## src/rtl/uart_lb_pkg.sv

```systemverilog
package uart_lb_pkg;

  typedef enum logic [1:0] {
    SEL_TXDATA = 2'd0,
    SEL_CTRL   = 2'd1,
    SEL_LINE   = 2'd2,
    SEL_OTHER  = 2'd3
  } wr_sel_e;

  // control-register bit positions
  localparam int CTL_LBE  = 0;
  localparam int CTL_DTR  = 1;
  localparam int CTL_RTS  = 2;
  localparam int CTL_OUT1 = 3;
  localparam int CTL_OUT2 = 4;
  localparam int CTL_W    = 5;

  // line-control bit position
  localparam int LINE_BRK = 0;

  // modem flag / interrupt bit positions
  localparam int MS_CTS = 0;
  localparam int MS_DSR = 1;
  localparam int MS_DCD = 2;
  localparam int MS_RI  = 3;
  localparam int MS_W   = 4;

  // control bit that drives each modem flag in loopback
  function automatic int flag_src(input int idx);
    case (idx)
      MS_CTS:  return CTL_RTS;
      MS_DSR:  return CTL_DTR;
      MS_DCD:  return CTL_OUT1;
      default: return CTL_OUT2;
    endcase
  endfunction

endpackage

```

## src/rtl/uart_lb_regs.sv

```systemverilog
module uart_lb_regs
  import uart_lb_pkg::*;
#(
  parameter int CHAR_W = 8
) (
  input  logic              clk,
  input  logic              rst,
  input  logic              wr_en,
  input  logic [1:0]        wr_sel,
  input  logic [CHAR_W-1:0] wr_data,
  output logic              lb_on,
  output logic              lb_next,
  output logic              tx_evt,
  output logic              ctrl_lb_wr,
  output logic              brk_rise
);

  wr_sel_e sel;
  logic    ctrl_evt;
  logic    line_evt;
  logic    brk_q;

  always_comb begin
    sel        = wr_sel_e'(wr_sel);
    tx_evt     = wr_en && (sel == SEL_TXDATA);
    ctrl_evt   = wr_en && (sel == SEL_CTRL);
    line_evt   = wr_en && (sel == SEL_LINE);
    lb_next    = ctrl_evt ? wr_data[CTL_LBE] : lb_on;
    ctrl_lb_wr = ctrl_evt && wr_data[CTL_LBE];
    brk_rise   = line_evt && wr_data[LINE_BRK] && !brk_q;
  end

  always_ff @(posedge clk) begin
    if (rst) begin
      lb_on <= 1'b0;
      brk_q <= 1'b0;
    end else begin
      lb_on <= lb_next;
      if (line_evt) brk_q <= wr_data[LINE_BRK];
    end
  end

endmodule

```

## src/rtl/uart_lb_route.sv

```systemverilog
module uart_lb_route #(
  parameter int CHAR_W  = 8,
  parameter int WORD_W  = CHAR_W + 4,
  parameter int BRK_BIT = CHAR_W + 2
) (
  input  logic              clk,
  input  logic              rst,
  input  logic              lb_on,
  input  logic              tx_evt,
  input  logic              brk_rise,
  input  logic [CHAR_W-1:0] tx_char,
  input  logic              ext_valid,
  input  logic [CHAR_W-1:0] ext_char,
  input  logic              fifo_full,
  output logic              push,
  output logic [WORD_W-1:0] push_word,
  output logic              overrun
);

  localparam logic [WORD_W-1:0] BRK_WORD = WORD_W'(1) << BRK_BIT;

  logic              cand;
  logic [WORD_W-1:0] cand_word;

  // loopback owns the push port; external data only when loopback is off
  always_comb begin
    cand      = 1'b0;
    cand_word = '0;
    if (lb_on) begin
      if (tx_evt) begin
        cand      = 1'b1;
        cand_word = WORD_W'(tx_char);
      end else if (brk_rise) begin
        cand      = 1'b1;
        cand_word = BRK_WORD;
      end
    end else if (ext_valid) begin
      cand      = 1'b1;
      cand_word = WORD_W'(ext_char);
    end
  end

  always_ff @(posedge clk) begin
    if (rst) begin
      push      <= 1'b0;
      push_word <= '0;
      overrun   <= 1'b0;
    end else begin
      push    <= cand && !fifo_full;
      overrun <= cand && fifo_full;
      if (cand && !fifo_full) push_word <= cand_word;
    end
  end

endmodule

```

## src/rtl/uart_lb_modem.sv

```systemverilog
module uart_lb_modem
  import uart_lb_pkg::*;
(
  input  logic             clk,
  input  logic             rst,
  input  logic             ctrl_lb_wr,
  input  logic             lb_next,
  input  logic [CTL_W-1:0] ctrl_bits,
  input  logic [MS_W-1:0]  pins,
  input  logic [MS_W-1:0]  clr,
  output logic [MS_W-1:0]  flags,
  output logic [MS_W-1:0]  irq
);

  for (genvar i = 0; i < MS_W; i++) begin : g_bit
    localparam int SRC = flag_src(i);

    always_ff @(posedge clk) begin
      if (rst) begin
        flags[i] <= 1'b0;
        irq[i]   <= 1'b0;
      end else if (ctrl_lb_wr) begin
        // level-based rebuild: the bit ends up equal to the new flag
        flags[i] <= ctrl_bits[SRC];
        irq[i]   <= ctrl_bits[SRC];
      end else begin
        if (!lb_next) flags[i] <= pins[i];
        if (clr[i])   irq[i]   <= 1'b0;
      end
    end
  end

endmodule

```

## src/rtl/uart_loopback.sv

```systemverilog
module uart_loopback
  import uart_lb_pkg::*;
#(
  parameter int CHAR_W = 8,
  localparam int WORD_W = CHAR_W + 4
) (
  input  logic              clk,
  input  logic              rst,
  input  logic              wr_en,
  input  logic [1:0]        wr_sel,
  input  logic [CHAR_W-1:0] wr_data,
  input  logic              ext_rx_valid,
  input  logic [CHAR_W-1:0] ext_rx_data,
  input  logic [3:0]        modem_pins,
  input  logic [3:0]        ms_clr,
  input  logic              fifo_full,
  output logic              rx_push,
  output logic [WORD_W-1:0] rx_push_word,
  output logic              rx_overrun,
  output logic [3:0]        modem_flags,
  output logic [3:0]        ms_irq,
  output logic              loop_active
);

  logic lb_on;
  logic lb_next;
  logic tx_evt;
  logic ctrl_lb_wr;
  logic brk_rise;

  uart_lb_regs #(.CHAR_W(CHAR_W)) u_regs (
    .clk        (clk),
    .rst        (rst),
    .wr_en      (wr_en),
    .wr_sel     (wr_sel),
    .wr_data    (wr_data),
    .lb_on      (lb_on),
    .lb_next    (lb_next),
    .tx_evt     (tx_evt),
    .ctrl_lb_wr (ctrl_lb_wr),
    .brk_rise   (brk_rise)
  );

  uart_lb_route #(.CHAR_W(CHAR_W)) u_route (
    .clk       (clk),
    .rst       (rst),
    .lb_on     (lb_on),
    .tx_evt    (tx_evt),
    .brk_rise  (brk_rise),
    .tx_char   (wr_data),
    .ext_valid (ext_rx_valid),
    .ext_char  (ext_rx_data),
    .fifo_full (fifo_full),
    .push      (rx_push),
    .push_word (rx_push_word),
    .overrun   (rx_overrun)
  );

  uart_lb_modem u_modem (
    .clk        (clk),
    .rst        (rst),
    .ctrl_lb_wr (ctrl_lb_wr),
    .lb_next    (lb_next),
    .ctrl_bits  (wr_data[CTL_W-1:0]),
    .pins       (modem_pins),
    .clr        (ms_clr),
    .flags      (modem_flags),
    .irq        (ms_irq)
  );

  assign loop_active = lb_on;

endmodule

```

## config.mk

```make
export PLATFORM = sky130hd
export DESIGN_NAME = uart_loopback
export DESIGN_NICKNAME = d
export VERILOG_FILES = /design/src/rtl/uart_lb_pkg.sv /design/src/rtl/uart_lb_regs.sv /design/src/rtl/uart_lb_route.sv /design/src/rtl/uart_lb_modem.sv /design/src/rtl/uart_loopback.sv
export SDC_FILE = /design/constraint.sdc
export NUM_CORES = 1
export LEC_CHECK = 0
export CORE_AREA = 2 2 58 60
export CTS_CLUSTER_DIAMETER = 200
export DETAILED_ROUTE_END_ITERATION = 10
export DIE_AREA = 0 0 60 62
export PLACE_DENSITY = 0.68
export SYNTH_ARGS = -nofsm -noshare
export SYNTH_HDL_FRONTEND = slang
export SYNTH_SLANG_ARGS = --single-unit
```

## constraint.sdc

```tcl
create_clock -name clk -period 1.4 [get_ports clk]
set_input_delay 0.28 -clock clk [delete_from_list [all_inputs] [get_ports clk]]
set_output_delay 0.28 -clock clk [all_outputs]
set_load 0.005 [all_outputs]
```

==> summary.txt, run 1 <==
Setup path
  – RR Startpoint: u_regs.lb_on$_SDFF_PP0_
  – Req. time, crit path: 1.62 ns
  – Buf/Inv on CP: 1
  – Worst Path Arrival: about 1.6 ns
  – Crit path launch type: primary input
  – CP max stage cell: clkdlybuf4s50_1
  – Crit path cell chain: clkdlybuf4s50_1, nand2b_1, a21boi_4, nor3_1, a211oi_1
  – Crit end category: flip-flop
  – Crit Path Max Fanout: 8
  – Crit path largest cell delay: 0.54 ns
  – R2r endpoint: u_route.push_word[3]$_SDFFE_PP0P_
  – Reg2reg setup slack: 0.08 ns
  – Crit path kind: primary input to flip-flop
  – R2R cell count: 4
  – Kind of cell adding the most delay to the critical path: buffers and inverters

Floorplanning
  – Core Box Area: 3180 um2
  – Die height: 62 um
  – # IOs: 54
  – Die area: about 3700 um2
  – Row Count: 21
  – Initial Util: 0.305
  – DIE WIDTH: 60 um

Clocking
  – Clock root buffer: clkbuf_4
  – Htree depth: 1
  – Clock Path Buffers: 2
  – Clock-pin slew of the registers on the worst-case setup and hold paths: 0.12 ns
  – Clk_lat worst skew: slightly above 0.3 ns
  – CTS Sinks: 21
  – Inserted Clock Buffers: 3
  – CTS tree: done

Route
  – Post-DRT Antenna Nets: 0
  – Vias per inst: between 4 and 5
  – DRC Markers: 0
  – TritonRoute pass-1 iters: 4
  – Via Count: between 1000 and 1500
  – Initial drt markers: 21
  – Post-Route WL: 2.99 mm
  – DR WL/cell: between 10 and 15 um

Global routing
  – Overflow after GRT: 0
  – Vias in the first global route: 1056
  – First-pass GRT wire length: about 4.7 mm
  – Largest net degree at the start of global routing: 13
  – Gr usage total: 0.170
  – Initial antenna violation count: 0

Place
  – IO Port Bufs: 50
  – Placed wire-length estimate: around 2.3 mm
  – GPL Wtd Cong: ~0.80
  – DP Area: 1580 um2
  – Placement Setup Slack: -0.407 ns
  – Inst Count DP: ~210

Timing
  – Final hold violations: 0
  – Slew Limit Fails: 0
  – Post-route setup slack: 0.0663 ns
  – Final setup viols: 0
  – Tmin final: roughly 1.3 ns
  – Tcrit/Tclk final: 0.953
  – Sum Neg Setup Slack: 0 ns
  – Clk_skew: 0.000769 ns
  – Fmax: 750 MHz

Cells and area
  – N_diodes: 0
  – Final Cell Area: 1650 um2
  – Nets@finish: 206
  – Fraction of layout cells with a size suffix above 1: 0.264
  – Non-filler cells, final: 220
  – Most common cell after layout, fill and taps aside: clkdlybuf4s50_1
  – Synth-to-layout area growth: 70.3%
  – Most frequent cells in the layout: 27 x clkdlybuf4s50_1, 20 x dlygate4sd2_1, 17 x buf_4, 17 x dfxtp_2, 14 x nand2_1

Logic synthesis
  – Yosys warning count: 0
  – Cell accounting for the most synthesized area: dfxtp_1
  – Register area share after synthesis: 0.434
  – Yosys reg bits: 21
  – Area contributors post-synth: dfxtp_1 43%, a211oi_1 6.2%, a22oi_1 6.2%
  – Distinct cells, synth: 28
  – Synthesized instance count: 109
  – Top cell type's share of synthesized area: 0.434
  – Netlist Area Pre-Place: 970 um2
  – Synthesized area per cell: 8.90 um2

Pwr
  – PwrDens: 740 nW/um2
  – Leakage: about 0.74 nW
  – Final Power: between 1 and 1.5 mW
  – VDD IR max: 0.284 mV

Flow run
  – MaxCap Viol Count: 0

Worst hold path
  – Worst Hold Class: primary input to flip-flop
  – Worst Hold End: u_route.push_word[10]$_SDFFE_PP0P_
  – Worst Hold Depth: 5
  – Hold Startpoint: fifo_full

Run status
  – Status: complete, no violations
## worst register-to-register path, cell delays in order, from the launching register on
cell and delay, ns:
dfxtp_4 0.38, and4bb_2 0.26, a21boi_4 0.29, nor3_1 0.09, a211oi_1 0.20
## routing by layer
metal  global-route usage  vias up  wire, um
met5                    0        -         0
met4               0.0857        0        38
met3               0.0476        6       183
met2                0.289       39      1520
met1                0.197      498      1240
li1                     -      524         -
## cells in the mapped netlist
| master | number |
|---|---|
| and2b_1 | 1 |
| a21boi_4 | 1 |
| nand2b_1 | 2 |
| mux2i_1 | 1 |
| nor3_1 | 8 |
| nor2b_1 | 3 |
| and3_1 | 1 |
| nand2_1 | 15 |
| o31ai_1 | 1 |
| and4b_2 | 1 |
| clkbuf_2 | 1 |
| nor3b_1 | 1 |
| buf_2 | 2 |
| a31oi_1 | 5 |
| inv_1 | 1 |
| nor2_1 | 4 |
| conb_1 | 1 |
| a21oi_1 | 8 |
| and2_1 | 1 |
| buf_4 | 3 |
| nand4_1 | 2 |
| clkbuf_8 | 2 |
| a22oi_1 | 8 |
| and4bb_2 | 1 |
| nand3b_1 | 5 |
| o21ai_0 | 1 |
| a211oi_1 | 8 |
| dfxtp_1 | 21 |
## repair_timing
| item | 4_1_cts | 5_1_grt |
|---|---|---|
| hold buffers | 0 | 0 |
| pin swaps | 0 | 6 |
| buffers inserted | 2 | 0 |
| endpoints found under the setup margin | 28 | 13 |
| gates resized for setup | 42 | 7 |
## sequential cells by signal, indices dropped and copies added, names as in the netlist
register and count:
u_regs.brk_q 1, u_regs.lb_on 1, u_modem.flags 4, u_modem.irq 4, u_route.overrun 1, u_route.push_word 9
u_route.push 1
## logic make-up (layout without fill, tap and decap cells)
| group | count (synthesis) | count (layout) | share of synthesized area |
|---|---|---|---|
| other | 1 | 3 | 0.00387 |
| AND/OR/NAND/NOR | 45 | 45 | 0.252 |
| multiplexers | 1 | 1 | 0.0103 |
| flip-flops | 21 | 21 | 0.434 |
| AO/OA/AOI/OAI | 32 | 32 | 0.230 |
| buffers and inverters | 9 | 72 | 0.0710 |
## where the power goes
part	switching, mW	internal (mW)	leakage (nW)	total [mW]
logic	0.112	0.171	0.539	0.283
clock network	0.188	0.107	0.0177	0.295
registers	0.0145	0.630	0.180	0.645
total	0.314	0.909	0.736	1.22
## metrics by stage
step	hold WS (ns)	util
2_1_floorplan	0.356	-
3_3_place_gp	0.463	0.498
3_5_place_dp	0.472	0.498
4_1_cts	0.486	0.512
5_1_grt	0.435	0.519
6_report	0.432	0.519
## layout make-up
| cell class | instances | area [um2] |
|---|---|---|
| inverters | 1 | 3.75 |
| repair buffers | 67 | 611 |
| flip-flops and latches | 21 | 445 |
| clock buffers | 3 | 22.5 |
| clock inverters | 1 | 5.00 |
| multi-input cells | 81 | 507 |
| fillers | 307 | 1530 |
| well taps | 46 | 57.6 |
## worst max path at each step
stage,to,depth (start not counted),from,slack (ns)
2_1_floorplan,u_route.push_word[0]$_SDFFE_PP0P_,4,u_regs.lb_on$_SDFF_PP0_,0.16
3_3_place_gp,u_route.push_word[7]$_SDFFE_PP0P_,5,wr_data[0],-0.38
4_1_cts,u_route.push_word[7]$_SDFFE_PP0P_,5,wr_sel[0],-0.0004
6_report,u_route.push_word[3]$_SDFFE_PP0P_,5,wr_data[0],0.07
5_1_grt,u_route.push_word[7]$_SDFFE_PP0P_,4,u_regs.lb_on$_SDFF_PP0_,-0.002
3_5_place_dp,u_route.push_word[3]$_SDFFE_PP0P_,5,wr_data[0],-0.41
(Power assumes the default switching activity.)
==> inputs of run 2 (changes only) <==
clock period = 1.3 ns   (was 1.4 ns; I/O delays follow)
==> run 2 against run 1 <==
Effect of this change: the flow now finishes with violations (negative setup slack); worst setup slack lost 0.12 ns; non-clock buffer count grew 7; utilization grew 3.1 points; sequential share of layout area shrank 1.5 points; critical endpoint unchanged; largest cell class unchanged; highest routed layer unchanged.
==> summary.txt, run 2 (synthesized netlist as in run 1, its figures left out) <==
Place
  – IO Port Bufs: 50 (unchanged)
  – Inst Count DP: 215 (+0.47%)
  – DP Area: 1590 um2 (+0.47%)
  – Placement Setup Slack: -0.495 ns (-0.0880 ns)
  – Placed wire-length estimate: 2.30 mm (-1.1%)
  – GPL Wtd Cong: 0.793 (-0.35%)

Timing
  – WHS: 0.442 ns (+0.0104 ns)
  – Fmax: 737 MHz
  – Final hold violations: 0 (unchanged)
  – Slew Limit Fails: 0 (unchanged)
  – Unrepaired setup endpoints after global routing: yes
  – Tmin final: 1.36 ns
  – Final setup viols: 7 (+7)
  – Clk_skew: 0.00139 ns (+0.000623 ns)
  – Tcrit/Tclk final: 1.04
  – Post-route setup slack: -0.0561 ns (-0.122 ns)

Global routing
  – Overflow after GRT: 0 (unchanged)
  – Initial antenna violation count: 0 (unchanged)
  – Gr usage total: 0.164 (-0.00637)
  – First-pass GRT wire length: 4.58 mm (-3.2%)
  – Largest net degree at the start of global routing: 13 (unchanged)
  – Vias in the first global route: 1041 (-1.4%)

Cells and area
  – Max reg flops: 9 (unchanged)
  – Storage element area: 445 um2 (unchanged)
  – Most frequent cells in the layout: 25 x clkdlybuf4s50_1, 24 x dlygate4sd2_1, 23 x buf_4, 17 x dfxtp_2, 14 x nand2_1
  – Biggest regs: u_route.push_word x9, u_modem.flags x4, u_modem.irq x4
  – Multi-input combinational cell area: 559 um2 (+10%)
  – Top reg by flops: u_route.push_word
  – Fillers: 293 (-4.6%)
  – Synth-to-layout area growth: 80.4%
  – Fraction of layout cells with a size suffix above 1: 0.343 (+0.0782)
  – Non-filler cells, final: 227 (+3.2%)
  – Most common cell after layout, fill and taps aside: clkdlybuf4s50_1
  – Nets@finish: 213 (+3.4%)
  – N_diodes: 0 (unchanged)
  – Final Cell Area: 1750 um2 (+5.9%)

Route
  – TritonRoute pass-1 iters: 4 (unchanged)
  – Via Count: 1125 (+5.4%)
  – DRC Markers: 0 (unchanged)
  – Vias per inst: 4.96 (+2.2%)
  – Initial drt markers: 41 (+95%)
  – DR WL/cell: 13.7 um (+1.1%)
  – Post-Route WL: 3.12 mm (+4.3%)
  – Post-DRT Antenna Nets: 0 (unchanged)

Clocking
  – Clk_lat worst skew: 0.30 ns (about the same)
  – Htree depth: 1 (unchanged)
  – Inserted Clock Buffers: 3 (unchanged)
  – CTS tree: done
  – CTS Sinks: 21 (unchanged)
  – Clock root buffer: clkbuf_4
  – Clock Path Buffers: 2 (unchanged)
  – Clock-pin slew of the registers on the worst-case setup and hold paths: 0.12 ns (about the same)

Setup path
  – Critical Path Start: u_regs.lb_on$_SDFF_PP0_
  – Crit path launch type: flip-flop
  – Worst Path Arrival: 1.59 ns (+0.04 ns)
  – Crit end category: flip-flop
  – Req. time, crit path: 1.53 ns (-0.09 ns)
  – Crit path kind: flip-flop to flip-flop
  – Crit Path Max Fanout: 8 (unchanged)
  – RR Startpoint: u_regs.lb_on$_SDFF_PP0_

Floorplanning
  – Row Count: 21 (unchanged)
  – # IOs: 54 (unchanged)
  – Die height: 62 um (unchanged)
  – Die area: 3720 um2 (unchanged)
  – Core Box Area: 3180 um2 (unchanged)
  – DIE WIDTH: 60 um (unchanged)
  – Initial Util: 0.305 (unchanged)

Pwr
  – VDD IR max: 0.360 mV (+27%)
  – PwrDens: 772 nW/um2 (+4.3%)
  – Leakage: 0.762 nW (+3.6%)

Run status
  – Failing checks: negative setup slack
  – Status: finished with violations

Worst hold path
  – Hold Startpoint: wr_data[0]
  – Worst Hold Class: primary input to flip-flop

Flow run
  – MaxCap Viol Count: 0 (unchanged)
-- run 2: cell count changes in the layout (fill, tap and decap cells not counted), sizes merged --
| cell | before | now |
|---|---|---|
| dlygate4sd2 | 20 | 24 |
| buf | 17 | 25 |
| dlymetal6s2s | 3 | 0 |
| clkdlybuf4s50 | 27 | 25 |
-- run 2: repair_timing --
item                                   in CTS  in global routing
gates resized for setup                    53                 11
pin swaps                                  11                  4
setup endpoints to repair                  32                  9
hold buffers                                0                  0
setup buffers                               7                  1
endpoints found under the hold margin       0                  0
-- run 2: final cells by class --
class                           count  share of cell area
Timing Repair Buffer               74               0.375
Multi-Input combinational cell     81               0.320
Sequential cell                    21               0.255
Tap cell                           46              0.0329
Clock buffer                        3              0.0129
Clock inverter                      1             0.00286
Inverter                            1             0.00215
-- run 2: path summary, 6_finish.rpt --
kind / end / slack [ns] / cells past startpoint
worst max-delay path: u_route.push_word[3]$_SDFFE_PP0P_ / -0.06 / 5
worst min-delay path: u_regs.brk_q$_SDFFE_PP0N_ / 0.44 / 3
worst max register to register: u_route.push_word[3]$_SDFFE_PP0P_ / -0.06 / 5
worst min register to register: u_route.push_word[10]$_SDFFE_PP0P_ / 0.48 / 2
-- run 2: critical path, stage by stage, from the launching register on --
cell	delay (ns)
dfxtp_4	0.38
buf_6	0.09
and4bb_2	0.23
a21boi_4	0.31
nor3_2	0.09
a211oi_2	0.18
-- run 2: metrics by stage --
| stage | power, mW | utilization | setup TNS [ns] |
|---|---|---|---|
| after floorplan | 0.819 | - | 0 |
| final | 1.35 | 0.550 | -0.274 |
| after global routing | 1.41 | 0.550 | -0.764 |
| after global placement | 1.02 | 0.500 | -6.35 |
| after CTS | 1.34 | 0.531 | -0.242 |
| after detailed placement | 1.02 | 0.500 | -7.03 |
-- run 2: per-layer routing --
metal  wire [um]  vias up  GRT usage
met5           0        -          0
met4          53        0     0.0571
met3         205        6     0.0311
met2        1620       42      0.300
met1        1240      539      0.191
li1            -      538          -
-- run 2: report_power, final --
part	leakage (nW)	switching (mW)	total [mW]	internal, mW
Clock	0.0177	0.205	0.319	0.115
Combinational	0.565	0.137	0.336	0.199
Sequential	0.180	0.0160	0.695	0.679
Total	0.762	0.358	1.35	0.993
==> inputs of run 3 (changes only) <==
CORE_AREA = 3 3 59 61   (was 2 2 58 60)
DIE_AREA = 0 0 62 64   (was 0 0 60 62)
PLACE_DENSITY = unset   (was 0.68)
PLACE_DENSITY_LB_ADDON = 0.12   (was unset)
==> run 3 against run 2 <==
Effect of this change: worst setup slack worse by 0.040 ns; first-iteration DRC count is 44% lower; register-to-register slack worse by 0.04 ns; wire length is 9.8% lower; the run still ends with negative setup slack left; final area is 3.4% lower; maximum frequency is 2.9% lower.
==> summary.txt, run 3 (synthesized netlist as in run 1, its figures left out) <==
Global routing
  – Overflow after GRT: 0 (unchanged)
  – Initial antenna violation count: 0 (unchanged)
  – Largest net degree at the start of global routing: 13 (unchanged)
  – Vias in the first global route: 1077 (+3.5%)
  – First-pass GRT wire length: 4.66 mm (+1.8%)
  – Gr usage total: 0.152 (-0.0121)

Timing
  – WHS: 0.342 ns (-0.100 ns)
  – Tcrit/Tclk final: 1.07 (+0.0311)
  – Clk_skew: 0.00181 ns (+0.000418 ns)
  – Unrepaired setup endpoints after global routing: yes
  – Final setup viols: 8 (+1)
  – Final hold violations: 0 (unchanged)
  – Tmin final: 1.40 ns (+0.0405 ns)
  – Post-route setup slack: -0.0966 ns (-0.0405 ns)
  – Slew Limit Fails: 0 (unchanged)
  – Fmax: 716 MHz (-2.9%)

Floorplanning
  – Initial Util: 0.320 (+0.0152)
  – Die area: 3970 um2 (+6.7%)
  – Die height: 64 um (+3.2%)
  – Core Box Area: 3030 um2 (-4.8%)
  – Row Count: 20 (-4.8%)
  – DIE WIDTH: 62 um (+3.3%)
  – # IOs: 54 (unchanged)

Worst hold path
  – Worst Hold Depth: 3 (unchanged)
  – Hold Startpoint: wr_data[0]
  – Worst Hold Class: primary input to flip-flop
  – Worst Hold End: u_regs.brk_q$_SDFFE_PP0N_

Setup path
  – R2r endpoint: u_route.push_word[6]$_SDFFE_PP0P_
  – R2R cell count: 5 (unchanged)
  – RR Startpoint: u_regs.lb_on$_SDFF_PP0_
  – Req. time, crit path: 1.52 ns (about the same)
  – Crit path launch type: flip-flop
  – Reg2reg setup slack: -0.1 ns (-0.04 ns)
  – Worst Path Arrival: 1.61 ns (+0.02 ns)
  – Crit Path Max Fanout: 8 (unchanged)
  – Crit path kind: flip-flop to flip-flop
  – Crit end category: flip-flop

Pwr
  – PwrDens: 783 nW/um2 (+1.4%)
  – Leakage: 0.737 nW (-3.4%)
  – VDD IR max: 0.539 mV (+50%)

Route
  – Post-DRT Antenna Nets: 0 (unchanged)
  – Via Count: 1075 (-4.4%)
  – DR WL/cell: 12.7 um (-7.8%)
  – Initial drt markers: 23 (-44%)
  – Post-Route WL: 2.81 mm (-9.8%)
  – TritonRoute pass-1 iters: 5 (+1)
  – Vias per inst: 4.84 (-2.3%)
  – DRC Markers: 0 (unchanged)

Flow run
  – MaxCap Viol Count: 0 (unchanged)

Place
  – IO Port Bufs: 50 (unchanged)
  – GPL Wtd Cong: 0.766 (-3.5%)
  – Placement Setup Slack: -0.507 ns (-0.0118 ns)
  – Placed wire-length estimate: 2.20 mm (-4.2%)

Run status
  – Status: finished with violations
  – Failing checks: negative setup slack

Cells and area
  – Biggest regs: u_route.push_word x9, u_modem.flags x4, u_modem.irq x4
  – Most common cell after layout, fill and taps aside: clkdlybuf4s50_1
  – N_diodes: 0 (unchanged)
  – Most frequent cells in the layout: 29 x clkdlybuf4s50_1, 20 x buf_4, 19 x dlygate4sd2_1, 17 x dfxtp_2, 14 x nand2_1
  – Nets@finish: 210 (-1.4%)
  – Max reg flops: 9 (unchanged)
  – Synth-to-layout area growth: 74.2%
  – Fillers: 301 (+2.7%)
  – Top reg by flops: u_route.push_word
  – Fraction of layout cells with a size suffix above 1: 0.303 (-0.0392)

Clocking
  – Inserted Clock Buffers: 3 (unchanged)
  – Clock-pin slew of the registers on the worst-case setup and hold paths: 0.12 ns (about the same)
  – Clock root buffer: clkbuf_4
  – Number of hold buffers added after cts: 0 (unchanged)
  – Clk_lat worst skew: 0.30 ns (about the same)
  – CTS Sinks: 21 (unchanged)
  – Htree depth: 1 (unchanged)
  – CTS tree: done
  – Clock Path Buffers: 2 (unchanged)
[run 3: cell count changes in the layout (fill, tap and decap cells not counted), moves of 3 or more]
cell,before,now
dlygate4sd2_1,24,19
a211oi_1,3,7
a211oi_2,5,1
clkdlybuf4s50_1,25,29
buf_4,23,20
[run 3: timing repair]
item	in CTS	in global routing
gates resized for setup	48	3
pin swaps	8	3
endpoints found under the setup margin	28	15
buffers inserted	2	1
[run 3: layer usage]
metal / vias up / routed length (um) / part of all wire / track usage
met4: 0 / 17 / 0.0060 / 0.0477
met1: 501 / 1270 / 0.45 / 0.202
li1: 535 / - / - / -
met5: - / 0 / 0 / 0
met3: 2 / 196 / 0.070 / 0.0283
met2: 37 / 1320 / 0.47 / 0.241
[run 3: per-stage QoR]
| step | cell area (um2) | TNS, ns | instances | utilization | power (mW) |
|---|---|---|---|---|---|
| 6_report | 1690 | -0.563 | 222 | 0.558 | 1.32 |
| 5_1_grt | 1690 | -1.45 | 222 | 0.558 | 1.39 |
| 4_1_cts | 1670 | -0.619 | 221 | 0.552 | 1.33 |
| 3_5_place_dp | 1600 | -6.95 | 215 | 0.529 | 1.03 |
| 3_3_place_gp | 1600 | -6.61 | 215 | 0.529 | 1.02 |
| 2_1_floorplan | 977 | 0 | 111 | - | 0.819 |
[run 3: worst max-delay path, stage by stage, from the launching register on]
cell and delay [ns]:
dfxtp_4 0.37, buf_6 0.11, and4bb_2 0.26, a21boi_4 0.31
nor3_1 0.09, a211oi_1 0.17
[run 3: where the power goes]
group,switching [mW],total (mW),internal (mW)
sequential,0.0153,0.694,0.679
clock,0.201,0.315,0.115
combinational,0.119,0.313,0.194
[run 3: worst max path at each step]
stage | slack [ns] | startpoint | to | depth (start not counted)
after floorplan | 0.06 | u_regs.lb_on$_SDFF_PP0_ | u_route.push_word[0]$_SDFFE_PP0P_ | 4
after global placement | -0.47 | wr_data[0] | u_route.push_word[7]$_SDFFE_PP0P_ | 5
after detailed placement | -0.51 | wr_data[0] | u_route.push_word[6]$_SDFFE_PP0P_ | 5
after CTS | -0.10 | u_regs.lb_on$_SDFF_PP0_ | u_route.push_word[0]$_SDFFE_PP0P_ | 5
after global routing | -0.17 | u_regs.lb_on$_SDFF_PP0_ | u_route.push_word[2]$_SDFFE_PP0P_ | 5
final | -0.1 | u_regs.lb_on$_SDFF_PP0_ | u_route.push_word[6]$_SDFFE_PP0P_ | 5
[run 3: final cells by class]
class	instances	area (um2)	area share
Clock buffer	3	22.5	0.0133
Multi-Input combinational cell	81	517	0.306
Sequential cell	21	445	0.264
Timing Repair Buffer	71	641	0.379
Inverter	1	3.75	0.00222
Tap cell	44	55.1	0.0326
Clock inverter	1	5.00	0.00296
